**src/rtl/dfe_pkg.sv**
```systemverilog
package dfe_pkg;

  localparam int WW        = 16;
  localparam int AW        = 2 * WW;
  localparam int MAX_GEOM  = 4;
  localparam int IDX_W     = 4;
  localparam int NSLOT     = 9;

  localparam int CFG_EN     = 0;
  localparam int CFG_IRQ    = 1;
  localparam int CFG_STOP   = 2;
  localparam int CFG_NG_LSB = 4;
  localparam int CFG_NG_W   = 3;

  typedef enum logic [1:0] {
    LAY_PACKED = 2'd0,
    LAY_PAGED  = 2'd1,
    LAY_WIDE   = 2'd2,
    LAY_WIDE2  = 2'd3
  } layout_e;

  typedef enum logic [3:0] {
    SL_LNK_LO = 4'd0,
    SL_LNK_HI = 4'd1,
    SL_SA_LO  = 4'd2,
    SL_SA_HI  = 4'd3,
    SL_CTRL   = 4'd4,
    SL_XCNT   = 4'd5,
    SL_XSTR   = 4'd6,
    SL_YCNT   = 4'd7,
    SL_YSTR   = 4'd8
  } slot_e;

  typedef enum logic [2:0] {
    ST_IDLE   = 3'd0,
    ST_FETCH  = 3'd1,
    ST_DECIDE = 3'd2,
    ST_STALL  = 3'd3,
    ST_RUN    = 3'd4
  } state_e;

  // number of link words for a layout
  function automatic logic [1:0] link_words(layout_e lay);
    case (lay)
      LAY_PACKED: return 2'd0;
      LAY_PAGED:  return 2'd1;
      default:    return 2'd2;
    endcase
  endfunction

  // geometry words requested by a control word, clipped to MAX_GEOM
  function automatic logic [2:0] geom_words(logic [WW-1:0] ctrl);
    logic [CFG_NG_W-1:0] ng;
    ng = ctrl[CFG_NG_LSB +: CFG_NG_W];
    return (ng > 3'(MAX_GEOM)) ? 3'(MAX_GEOM) : ng;
  endfunction

  // total descriptor length in words
  function automatic logic [IDX_W-1:0] desc_len(layout_e lay, logic [WW-1:0] ctrl);
    return IDX_W'(link_words(lay)) + IDX_W'(3) + IDX_W'(geom_words(ctrl));
  endfunction

  // which field a word position fills
  function automatic slot_e slot_of(layout_e lay, logic [IDX_W-1:0] idx);
    logic [IDX_W-1:0] np;
    logic [IDX_W-1:0] k;
    np = IDX_W'(link_words(lay));
    if (idx < np) return (idx == '0) ? SL_LNK_LO : SL_LNK_HI;
    k = idx - np;
    case (k)
      4'd0:    return SL_SA_LO;
      4'd1:    return SL_SA_HI;
      4'd2:    return SL_CTRL;
      4'd3:    return SL_XCNT;
      4'd4:    return SL_XSTR;
      4'd5:    return SL_YCNT;
      default: return SL_YSTR;
    endcase
  endfunction

  // address of the following descriptor
  function automatic logic [AW-1:0] next_desc(layout_e lay, logic [AW-1:0] cur,
                                               logic [IDX_W-1:0] len, logic [WW-1:0] page,
                                               logic [WW-1:0] lo, logic [WW-1:0] hi);
    case (lay)
      LAY_PACKED: return cur + AW'(len);
      LAY_PAGED:  return {page, lo};
      default:    return {hi, lo};
    endcase
  endfunction

endpackage

```
**src/rtl/dfe_mem_port.sv**
```systemverilog
module dfe_mem_port
  import dfe_pkg::*;
(
  input  logic          fetch_active,
  input  logic [AW-1:0] word_addr,
  input  logic          rd_valid,
  input  logic [WW-1:0] rd_data,
  output logic          rd_req,
  output logic [AW-1:0] rd_addr,
  output logic          word_take,
  output logic [WW-1:0] word_val
);

  assign rd_req    = fetch_active;
  assign rd_addr   = word_addr;
  assign word_take = fetch_active && rd_valid;
  assign word_val  = rd_data;

endmodule

```
**src/rtl/dfe_field_bank.sv**
```systemverilog
module dfe_field_bank
  import dfe_pkg::*;
(
  input  logic          clk,
  input  logic          rst_n,
  input  logic          word_take,
  input  slot_e         slot,
  input  logic [WW-1:0] word_val,
  output logic [WW-1:0] lnk_lo,
  output logic [WW-1:0] lnk_hi,
  output logic [AW-1:0] start_addr,
  output logic [WW-1:0] ctrl,
  output logic [WW-1:0] xcnt,
  output logic [WW-1:0] xstr,
  output logic [WW-1:0] ycnt,
  output logic [WW-1:0] ystr
);

  logic [WW-1:0] fld [NSLOT];

  for (genvar s = 0; s < NSLOT; s++) begin : g_slot
    always_ff @(posedge clk or negedge rst_n) begin
      if (!rst_n)                                fld[s] <= '0;
      else if (word_take && (slot == slot_e'(s))) fld[s] <= word_val;
    end
  end

  assign lnk_lo     = fld[SL_LNK_LO];
  assign lnk_hi     = fld[SL_LNK_HI];
  assign start_addr = {fld[SL_SA_HI], fld[SL_SA_LO]};
  assign ctrl       = fld[SL_CTRL];
  assign xcnt       = fld[SL_XCNT];
  assign xstr       = fld[SL_XSTR];
  assign ycnt       = fld[SL_YCNT];
  assign ystr       = fld[SL_YSTR];

endmodule

```
**src/rtl/dfe_seq.sv**
```systemverilog
module dfe_seq
  import dfe_pkg::*;
(
  input  logic          clk,
  input  logic          rst_n,
  input  logic [1:0]    layout,
  input  logic [WW-1:0] page_hi,
  input  logic          start,
  input  logic [AW-1:0] start_ptr,
  input  logic          restart,
  input  logic          word_take,
  input  logic [WW-1:0] word_val,
  input  logic [WW-1:0] ctrl_q,
  input  logic [WW-1:0] lnk_lo,
  input  logic [WW-1:0] lnk_hi,
  input  logic          xfer_done,
  output logic          fetch_active,
  output logic [AW-1:0] word_addr,
  output slot_e         slot,
  output logic          xfer_start,
  output logic          desc_done,
  output logic          irq,
  output logic          busy,
  output logic          stalled
);

  state_e           st;
  layout_e          lay_q;
  logic [AW-1:0]    cur_ptr;
  logic [IDX_W-1:0] idx;

  // named internal events
  logic [WW-1:0]    ctrl_eff;
  logic [IDX_W-1:0] len_live;
  logic [IDX_W-1:0] len_cur;
  logic             last_word;
  logic [AW-1:0]    next_ptr_w;
  logic             chain_end;

  assign slot       = slot_of(lay_q, idx);
  assign ctrl_eff   = (slot == SL_CTRL) ? word_val : ctrl_q;
  assign len_live   = desc_len(lay_q, ctrl_eff);
  assign len_cur    = desc_len(lay_q, ctrl_q);
  assign last_word  = word_take && ((idx + 1'b1) == len_live);
  assign next_ptr_w = next_desc(lay_q, cur_ptr, len_cur, page_hi, lnk_lo, lnk_hi);
  assign chain_end  = ctrl_q[CFG_STOP];

  always_ff @(posedge clk or negedge rst_n) begin
    if (!rst_n) begin
      st      <= ST_IDLE;
      lay_q   <= LAY_PACKED;
      cur_ptr <= '0;
      idx     <= '0;
    end else begin
      case (st)
        ST_IDLE: if (start) begin
          cur_ptr <= start_ptr;
          lay_q   <= layout_e'(layout);
          idx     <= '0;
          st      <= ST_FETCH;
        end
        ST_FETCH: if (word_take) begin
          if (last_word) st  <= ST_DECIDE;
          else           idx <= idx + 1'b1;
        end
        ST_DECIDE: st <= ctrl_q[CFG_EN] ? ST_RUN : ST_STALL;
        ST_STALL: if (restart) begin
          idx <= '0;
          st  <= ST_FETCH;
        end
        ST_RUN: if (xfer_done) begin
          if (chain_end) st <= ST_IDLE;
          else begin
            cur_ptr <= next_ptr_w;
            idx     <= '0;
            st      <= ST_FETCH;
          end
        end
        default: st <= ST_IDLE;
      endcase
    end
  end

  assign fetch_active = (st == ST_FETCH);
  assign word_addr    = cur_ptr + AW'(idx);
  assign xfer_start   = (st == ST_DECIDE) && ctrl_q[CFG_EN];
  assign desc_done    = (st == ST_RUN) && xfer_done;
  assign irq          = desc_done && ctrl_q[CFG_IRQ];
  assign busy         = (st != ST_IDLE);
  assign stalled      = (st == ST_STALL);

endmodule

```
**src/rtl/desc_fetch_engine.sv**
```systemverilog
module desc_fetch_engine
  import dfe_pkg::*;
(
  input  logic          clk,
  input  logic          rst_n,
  input  logic [1:0]    layout,
  input  logic [WW-1:0] page_hi,
  input  logic          start,
  input  logic [AW-1:0] start_ptr,
  input  logic          restart,
  output logic          rd_req,
  output logic [AW-1:0] rd_addr,
  input  logic          rd_valid,
  input  logic [WW-1:0] rd_data,
  output logic          xfer_start,
  output logic [AW-1:0] xfer_addr,
  output logic [WW-1:0] xfer_cfg,
  output logic [WW-1:0] x_count,
  output logic [WW-1:0] x_stride,
  output logic [WW-1:0] y_count,
  output logic [WW-1:0] y_stride,
  input  logic          xfer_done,
  output logic          desc_done,
  output logic          irq,
  output logic          busy,
  output logic          stalled
);

  logic          fetch_active;
  logic [AW-1:0] word_addr;
  logic          word_take;
  logic [WW-1:0] word_val;
  slot_e         slot;
  logic [WW-1:0] lnk_lo;
  logic [WW-1:0] lnk_hi;

  dfe_mem_port port_i (
    .fetch_active (fetch_active),
    .word_addr    (word_addr),
    .rd_valid     (rd_valid),
    .rd_data      (rd_data),
    .rd_req       (rd_req),
    .rd_addr      (rd_addr),
    .word_take    (word_take),
    .word_val     (word_val)
  );

  dfe_field_bank bank_i (
    .clk        (clk),
    .rst_n      (rst_n),
    .word_take  (word_take),
    .slot       (slot),
    .word_val   (word_val),
    .lnk_lo     (lnk_lo),
    .lnk_hi     (lnk_hi),
    .start_addr (xfer_addr),
    .ctrl       (xfer_cfg),
    .xcnt       (x_count),
    .xstr       (x_stride),
    .ycnt       (y_count),
    .ystr       (y_stride)
  );

  dfe_seq seq_i (
    .clk          (clk),
    .rst_n        (rst_n),
    .layout       (layout),
    .page_hi      (page_hi),
    .start        (start),
    .start_ptr    (start_ptr),
    .restart      (restart),
    .word_take    (word_take),
    .word_val     (word_val),
    .ctrl_q       (xfer_cfg),
    .lnk_lo       (lnk_lo),
    .lnk_hi       (lnk_hi),
    .xfer_done    (xfer_done),
    .fetch_active (fetch_active),
    .word_addr    (word_addr),
    .slot         (slot),
    .xfer_start   (xfer_start),
    .desc_done    (desc_done),
    .irq          (irq),
    .busy         (busy),
    .stalled      (stalled)
  );

endmodule

```
**config.mk**
```make
export PLATFORM = sky130hd
export DESIGN_NAME = desc_fetch_engine
export DESIGN_NICKNAME = d
export VERILOG_FILES = /design/src/rtl/dfe_pkg.sv /design/src/rtl/dfe_mem_port.sv /design/src/rtl/dfe_field_bank.sv /design/src/rtl/dfe_seq.sv /design/src/rtl/desc_fetch_engine.sv
export SDC_FILE = /design/constraint.sdc
export NUM_CORES = 1
export LEC_CHECK = 0
export BUFFER_PORTS_ARGS = -buffer_cell sky130_fd_sc_hd__buf_2
export CELL_PAD_IN_SITES_DETAIL_PLACEMENT = 1
export CELL_PAD_IN_SITES_GLOBAL_PLACEMENT = 1
export CORE_UTILIZATION = 48
export CTS_BUF_LIST = sky130_fd_sc_hd__clkbuf_8
export DETAILED_ROUTE_END_ITERATION = 12
export PLACE_DENSITY_LB_ADDON = 0.1
export SETUP_SLACK_MARGIN = 0.4
export SYNTH_ARGS = -nofsm -noshare
export SYNTH_HDL_FRONTEND = slang
export SYNTH_HIERARCHICAL = 1
export SYNTH_SLANG_ARGS = --single-unit
export TNS_END_PERCENT = 10
```
**constraint.sdc**
```tcl
create_clock -name clk -period 9 [get_ports clk]
set_input_delay 0.9 -clock clk [delete_from_list [all_inputs] [get_ports clk]]
set_output_delay 0.9 -clock clk [all_outputs]
set_load 0.01 [all_outputs]
```
Word-level counts from Yosys, hierarchy flattened
Index checks and enable logic that the tools add are counted.

word-level totals
  output and inout bits = 150
  register bits = 185
  input port bits = 72
  logic and storage cells = 104

cells by class
  mux-type cells = 29
  order comparisons = 3
  add/sub/neg operators = 7
  reductions and logical operators = 26
  equal/unequal tests = 26

operators with widths
  cell                                            count
  one-hot mux 32 bit (2 select lines)             2
  two-way mux 32 bit                              3
  adder 32 x 4 -> 32 bit                          2
  two-way mux 4 bit                               8
  == test 4 x 3 -> 1 bit (second input constant)  6
  two-way mux 3 bit                               8
  one-hot mux 4 bit (6 select lines)              1
  == test 4 x 2 -> 1 bit (second input constant)  4
  one-hot mux 4 bit (4 select lines)              1
  one-hot mux 3 bit (5 select lines)              1
  logical AND 1 bit                               14
  zero test 4 bit                                 3
  inequality test 2 bit (second input constant)   5
  adder 4 x 3 -> 4 bit                            2
  == test 4 x 1 -> 1 bit (second input constant)  2
  two-way mux 7 bit                               1
  AND reduction 7 bit                             1
  == test 3 x 2 -> 1 bit (second input constant)  2
  > comparator 3 bit (second input constant)      2
  AND reduction 5 bit                             1
  adder 4 x 1 -> 4 bit (second input constant)    1
  == test 4 bit                                   1
  == test 4 bit (second input constant)           1
  less-than comparator 4 x 2 -> 1 bit             1
  other kinds (15)                                18

Longest topological paths before layout
Gate-level depths: netlist (run 1).

  word-level depth = 16
  depth in mapped cells = 21
  mapped depth without buffers = 17

By module
Netlist (run 1), hierarchy kept.

by module, submodules not included
  module          seq. area each (um^2)  instances  cells an instance  area an instance (um^2)
  dfe_field_bank  3603.5                 1          314                5476.5
  dfe_seq         1026.0                 1          577                4624.4
  dfe_mem_port    0.0                    1          50                 374.1

Worst setup path before layout (run 1)
OpenSTA, ideal clock, no wires.

  path type = flip-flop to flip-flop
  start = register seq_i.lay_q[1]
  end = register bank_i.fld (netlist bit bank_i/xcnt[10])
  setup time = 125 ps
  period minus slack after synthesis = 4428 ps
  stages on the path, launching flop included = 15
  path buffers = 4
  slack = 4572 ps
  arrival time = 4304 ps
  required time = 8875 ps
  path through = dfrtp_1 > buf_6 > nor2b_1 > buf_6 > clkbuf_1 > ha_1 > inv_1 > fa_1 > xor2_1 > nor2_1 > a2111oi_0 > nand3b_4 > nor3b_2 > buf_4 > mux2_2

between the ends
  cells in the longest elaborated chain, start to end = 8
  elaborated cells between the ends (all ways) = 16
  classes of those cells = 1 x add/sub; 1 x order compare; 7 x eq/ne; 4 x mux; 3 x reduce/logical

RTL lines
  element                                                           RTL line                 text
  start: declaration                                                dfe_seq.sv:28            layout_e lay_q;
  start signal: assignment                                          dfe_seq.sv:58            lay_q <= layout_e'(layout);
  == test 2 x 1 -> 1 bit / zero test 2 bit (equally long branches)  dfe_pkg.sv:44            case (lay)
  one-hot mux 2 bit (2 select lines) *                              dfe_pkg.sv:44
  subtractor 4 x 2 -> 4 bit                                         dfe_pkg.sv:69            k = idx - np;
  == test 4 x 3 -> 1 bit (tied with other cells)                    dfe_pkg.sv:70            case (k)
  one-hot mux 4 bit (6 select lines)                                dfe_pkg.sv:70
  two-way mux 4 bit *                                               dfe_pkg.sv:69
  named net slot[2]                                                 desc_fetch_engine.sv:33  slot_e slot;
  == test 4 x 3 -> 1 bit *                                          dfe_field_bank.sv:24     else if (word_take && (slot == slot_e'(s))) fld[s] <= word_val;
  logical AND 1 bit *                                               dfe_field_bank.sv:24
  end signal: indexed assignment                                    dfe_field_bank.sv:24
  end: declaration                                                  dfe_field_bank.sv:19     logic [WW-1:0] fld [NSLOT];

The timed path passes the listed nets; every way through them passes the cells marked *.
A chain may end at the register's enable or synchronous reset.

Worst setup path after layout (run 1)
  start = register seq_i.lay_q[1]
  end = register bank_i.fld (netlist bit bank_i/ctrl[7])

Same word-level chain as after synthesis.

==> reports/qor.csv, run 1 <==
metric;value;unit
most instantiated cells after synthesis;dfrtp_1 (185), mux2_2 (125), buf_4 (58);
Slew headroom;24.2;%
die area;22400;sq um
register area share after synthesis;44.2;%
CP required;9360;ps
Die Ht;150;um
Clock Path Buffers;2;
final instance area;11700;sq um
final RePlAce weighted congestion;0.873;
final slew viol count;0;
critical path type;flop to flop;
core area;21200;sq um
Slew @ Worst Pin;1130;ps
sw frac;43.5;%
DRT Pass-1 Iters;5;
CTS H-Tree Depth;4;
Total Wirelength;30800;um
final setup fails;0;
Horiz. Die Dim;150;um
Compound-Gate Fraction of Synth Area;12.6;%
unrepaired setup endpoints after global routing;false;
nature of the critical path endpoint;flop;
Post-Syn Nets;1036;
Simple-Gate Fraction of Synth Area;11.6;%
Clock Power Share;13.2;%
cell taking the most area after synthesis;dfrtp_1;
CTS Root Cell;clkbuf_8;
wire length of the first global-routing pass;47900;um
wire length per cell;22.5;um
antenna cells;0;
Final Critical Period;5260;ps
largest net degree at the start of global routing;79;
Fmax achieved;190;MHz
min-delay worst type;input port to asynchronous set/reset pin;
Internal Dissipation;2.46;mW
status;complete, no violations;
crit path launch type;flop;
TritonCTS clock tree;done;
number of buffers created by CTS;17;
Buffers on Ports;221;
post-DR vias/cell;5.88;
num rows;53;
xor/xnor share of the synthesized area;3.68;%
Synth top area share;44.2;%
Vias;8041;
detailed placement HPWL;22200;um
Mapped Cells;941;
fillers;2376;
Max Cap Viol;0;
Routed Antenna Nets;0;
Net Sw Power;1.89;mW
Logic pwr share;50.3;%
most frequent cell after synthesis;dfrtp_1;
setup TNS;0;ps
P_leak;5.43;nW
nets;1175;
main combinational cell family by area after synthesis;multiplexers;
worst vdd ir;0.000176;V
Clock Sinks;185;
post-cts resize count;0;
Post-Synth Adder-Cell Area;3.11;%
period utilization;58.5;%
Setup Slack @ Placement;3820;ps
most used flip-flop cell after synthesis;dfrtp_1;
fraction of registers with async set/reset;100;%
leading post-synthesis cells by cell area;dfrtp_1 (44%), mux2_2 (13%), buf_4 (4.2%);
Seq pwr share;36.5;%
Final Hold Fails;0;
Starting Density;49.4;%
clock-pin slew on the worst setup and hold paths;110;ps
Syn Area/Cell;11.1;sq um
worst hold margin;351;ps
synthesized flop and latch total;185;
Worst Skew;24.4;ps
gr ovfl total;0;
synthesis-to-layout area growth;11.6;%
layout cells sized above 1;39.1;%
post-synth cell types;86;
arrival time worst endpoint;5630;ps
Post-CTS Setup Inserts;0;
DRT iter0 DRCs;494;
mux cell area share after synthesis;16.7;%
io pins;222;
Post-Place Cell Area;11300;sq um
number of flops mapped to enable cells by yosys;0;
PD cells;372;nW/um^2
Mapped Area;10500;sq um
DRC Markers;0;
crit path setup slack, layout;3740;ps
Worst-Skew Late Latency;480;ps
hold_buf cts;0;
vias in the first global route;8250;
synth warn;6;
crit path max fanout;18;
GRT Total Usage;28.4;%
Final Util;55.1;%
initial antenna violation count;2;
## worst max-delay path, cell delays in order (launching register included)
cell	delay, ps
dfrtp_1	610
nor2b_1	960
ha_1	320
inv_1	60
fa_1	610
xor2_1	180
nor2_1	60
a2111oi_1	970
nand3b_4	190
or3_1	740
mux2_4	450
## stage by stage
step           power (mW)  cells
2_1_floorplan        3.19    941
5_1_grt              4.65   1368
3_5_place_dp         3.78   1336
3_3_place_gp         3.71   1336
4_1_cts              4.37   1368
6_report             4.35   1368
## layer usage
layer / wire, um / share of wire [%] / up-vias / track usage, %
met3: 2230 / 7.2 / 39 / 7.16
met5: 29 / 0.094 / - / 0
li1: - / - / 3644 / -
met4: 550 / 1.8 / 4 / 8.08
met2: 14400 / 47 / 261 / 44.6
met1: 13600 / 44 / 4093 / 38.8
## cell usage in the layout, fill, tap and decap left out, drive strengths merged, types with 11 or more instances in the layout
| master | n |
|---|---|
| xnor2 | 21 |
| nor3 | 14 |
| nand3 | 29 |
| nand4 | 21 |
| nand2 | 35 |
| inv | 38 |
| dfrtp | 185 |
| o211ai | 11 |
| ha | 18 |
| a211oi | 12 |
| nor2 | 49 |
| and3 | 14 |
| a21oi | 38 |
| o21ai | 36 |
| buf | 230 |
| mux2 | 148 |
| xor2 | 23 |
| nand2b | 13 |
| a221oi | 15 |
| clkbuf | 17 |
## final timing paths
check	end	from	depth (start not counted)	slack [ps]
worst min register to register	bank_i/start_addr[23]	bank_i/start_addr[23]	1	500
min in group clk	bank_i/start_addr[23]	bank_i/start_addr[23]	1	500
max in group asynchronous	bank_i/start_addr[25]	rst_n	2	7280
worst max-delay path	bank_i/ctrl[7]	seq_i/lay_q[1]	10	3740
worst min-delay path	bank_i/ycnt[4]	rst_n	1	350
worst max register to register	bank_i/ctrl[7]	seq_i/lay_q[1]	10	3740
## power groups by stage
stage	Combinational, mW	Clock [mW]	Sequential, mW
2_1_floorplan	1.62	0	1.56
3_3_place_gp	2.13	0	1.58
3_5_place_dp	2.19	0	1.59
4_1_cts	2.20	0.586	1.58
5_1_grt	2.39	0.619	1.65
6_report	2.19	0.574	1.59
## registers in the layout, summed over array words and instances (netlist names), 16 cells and up
name               cells
bank_i/lnk_hi         16
bank_i/xstr           16
bank_i/lnk_lo         16
bank_i/start_addr     32
bank_i/xcnt           16
bank_i/ctrl           16
bank_i/ystr           16
seq_i/cur_ptr         32
bank_i/ycnt           16
## layout make-up
cell class | count | area, sq um | share of cell area (%)
clock buffers | 17 | 234 | 2.00
clock inverters | 15 | 174 | 1.49
inverters | 30 | 113 | 0.964
multi-input cells | 616 | 5010 | 42.9
flip-flops and latches | 185 | 4630 | 39.6
well taps | 275 | 344 | 2.94
repair buffers | 230 | 1180 | 10.1
## cells by family after synthesis
family,after synthesis
AOI/OAI and AO/OA,186
DFF,185
xor gates and xnor gates,44
and+or+nand+nor,211
adders and majority gates,23
buffers and inverters,140
muxes,152
Power figures use the tool's default switching activity.
==> run 2, diff against run 1 <==
- ABC_AREA: not set -> 1
- CORE_UTILIZATION: 48 -> 42
- clock period: 9 -> 5.4 ns (I/O delays scaled with it)
==> reports/qor.csv, run 2 <==
metric;value;unit
Clock Sinks;185;
Post-Syn Nets;1556;
detailed placement HPWL;26500;um
post-synth cell types;51;
Clock Power Share;13.9;%
most frequent cell after synthesis;nand2_1;
setup TNS;0;ps
Fmax achieved;224;MHz
core area;26100;sq um
critical path type;flop to flop;
status;complete, no violations;
number of buffers created by CTS;17;
synthesis-to-layout area growth;10.7;%
Internal Dissipation;3.47;mW
Routed Antenna Nets;0;
Setup Slack @ Placement;957;ps
DRT iter0 DRCs;603;
Total Power;7.09;mW
die area;27300;sq um
period utilization;82.6;%
final RePlAce weighted congestion;0.926;
Horiz. Die Dim;165;um
DRT Pass-1 Iters;6;
TritonCTS clock tree;done;
synthesized flop and latch total;185;
Starting Density;42.9;%
synth warn;6;
fillers;3289;
Syn Area/Cell;7.65;sq um
nature of the critical path endpoint;flop;
nets;1674;
antenna cells;0;
cell taking the most area after synthesis;dfrtp_1;
PD cells;572;nW/um^2
Final Util;47.5;%
gr ovfl total;0;
Synth top area share;41.4;%
Die Ht;165;um
unrepaired setup endpoints after global routing;false;
leading post-synthesis cells by cell area;dfrtp_1 (41%), nand2_1 (18%), nand4_1 (4.8%);
fin cells;1926;
Vias;10100;
Slew @ Worst Pin;953;ps
initial antenna violation count;0;
most used flip-flop cell after synthesis;dfrtp_1;
arrival time worst endpoint;4880;ps
io pins;222;
Final Critical Period;4460;ps
CTS Root Cell;clkbuf_8;
Buffers on Ports;221;
most common cell after layout, fill and taps aside;nand2_1;
num rows;59;
Total Wirelength;37100;um
wire length per cell;19.2;um
crit path setup slack, layout;939;ps
worst vdd ir;0.000256;V
CP required;5820;ps
Net Sw Power;3.62;mW
vias in the first global route;10400;
final slew viol count;0;
post-DR vias/cell;5.26;
register area share after synthesis;41.4;%
wire length of the first global-routing pass;58100;um
most frequent cells in the layout;nand2_1 (532), buf_2 (220), dfrtp_1 (185);
Post-CTS Setup Inserts;0;
clock-pin slew on the worst setup and hold paths;120;ps
GRT Total Usage;28.0;%
final setup fails;0;
Worst-Skew Late Latency;480;ps
number of flops mapped to enable cells by yosys;0;
Final Hold Fails;0;
Clock Path Buffers;2;
crit path launch type;flop;
min-delay worst type;input port to asynchronous set/reset pin;
Worst R2R Setup Slack;940;ps
crit path max fanout;18;
layout cells sized above 1;21.8;%
Cells after DPL;1895;
post-cts resize count;0;
fraction of registers with async set/reset;100;%
Logic pwr share;52.4;%
most instantiated cells after synthesis;nand2_1 (532), dfrtp_1 (185), inv_1 (102);
Mapped Cells;1461;
DRC Markers;0;
largest net degree at the start of global routing;102;
Slew headroom;36.5;%
CTS H-Tree Depth;4;
hold_buf cts;0;
P_leak;6.43;nW
Worst Skew;22.5;ps
sw frac;51.1;%
Mapped Area;11200;sq um
Seq pwr share;33.7;%
Max Cap Viol;0;
==> run 2: cell count changes in the layout (fill, tap and decap cells not counted), sizes merged, moves of 14 or more <==
| cell | delta |
|---|---|
| nand2 | +511 |
| nor2 | +69 |
| o21bai | +31 |
| inv | +87 |
| nand4 | +65 |
| nand3 | +21 |
| xnor2 | -14 |
| mux2 | -146 |
==> run 2: power groups by stage <==
stage                     logic [mW]  clock network, mW  registers [mW]
after detailed placement        3.72                  0            2.40
final                           3.71              0.985            2.39
after global placement          3.61                  0            2.39
after global routing            4.18               1.05            2.46
after floorplan                 2.75                  0            2.40
after CTS                       3.73               1.01            2.39
==> run 2: kinds of logic (layout without fill, tap and decap cells) <==
kind of cell	Yosys count	after routing	synth area share, %
AO/OA/AOI/OAI	139	139	8.00
AND/OR/NAND/NOR	821	821	32.9
buffers and inverters	249	379	11.2
flip-flops	185	185	41.4
multiplexers	2	2	0.201
XOR/XNOR	42	42	3.42
adder cells (fa/ha/maj)	23	23	2.91
==> run 2: area by class of cell <==
cell class	count	area, sq um	share of cell area, %
Tap cell	335	419	3.39
Sequential cell	185	4630	37.4
Inverter	120	450	3.64
Clock buffer	17	234	1.89
Clock inverter	14	178	1.44
Multi-Input combinational cell	1027	5300	42.8
Timing Repair Buffer	228	1170	9.43
==> run 2: per-layer routing <==
metal	GRT usage, %	part of all wire, %	up-vias
li1	-	-	4854
met1	36.8	44	4967
met2	46.6	48	263
met3	6.29	6.0	44
met4	6.71	1.8	0
met5	0	0	-
==> run 2: worst max-delay path, cell delays in order (launching register included) <==
cell and delay [ps]:
dfrtp_1 590, inv_2 210, nand2_1 130, inv_2 240, ha_1 200, inv_1 60
fa_1 400, xor2_1 290, nand4_2 220, nand2_1 120, o21ai_2 70, a211oi_1 190
ha_1 210, inv_1 60, fa_1 520, nor2_1 40, a21oi_1 110, o2111ai_1 110
nor2_1 120, nand2_1 70, nand2_1 80, nand2_2 100, nand2_2 120, nand2_1 70
nand2_1 70
==> run 2: path summary, 6_finish.rpt <==
path	from	to	depth (start not counted)
max in group asynchronous	rst_n	bank_i/lnk_hi[11]	2
worst max register to register	seq_i/lay_q[1]	seq_i/idx[2]	24
worst min-delay path	rst_n	seq_i/cur_ptr[14]	1
worst min register to register	bank_i/ycnt[4]	bank_i/ycnt[4]	2
min in group clk	restart	seq_i/st[1]	2
worst max-delay path	seq_i/lay_q[1]	seq_i/idx[2]	24
==> run 2: per-stage QoR <==
stage,instance area (sq um),hold slack (ps)
final,12400,135
after global routing,12400,185
after CTS,12400,187
after detailed placement,12000,455
after global placement,12000,449
after floorplan,11200,244
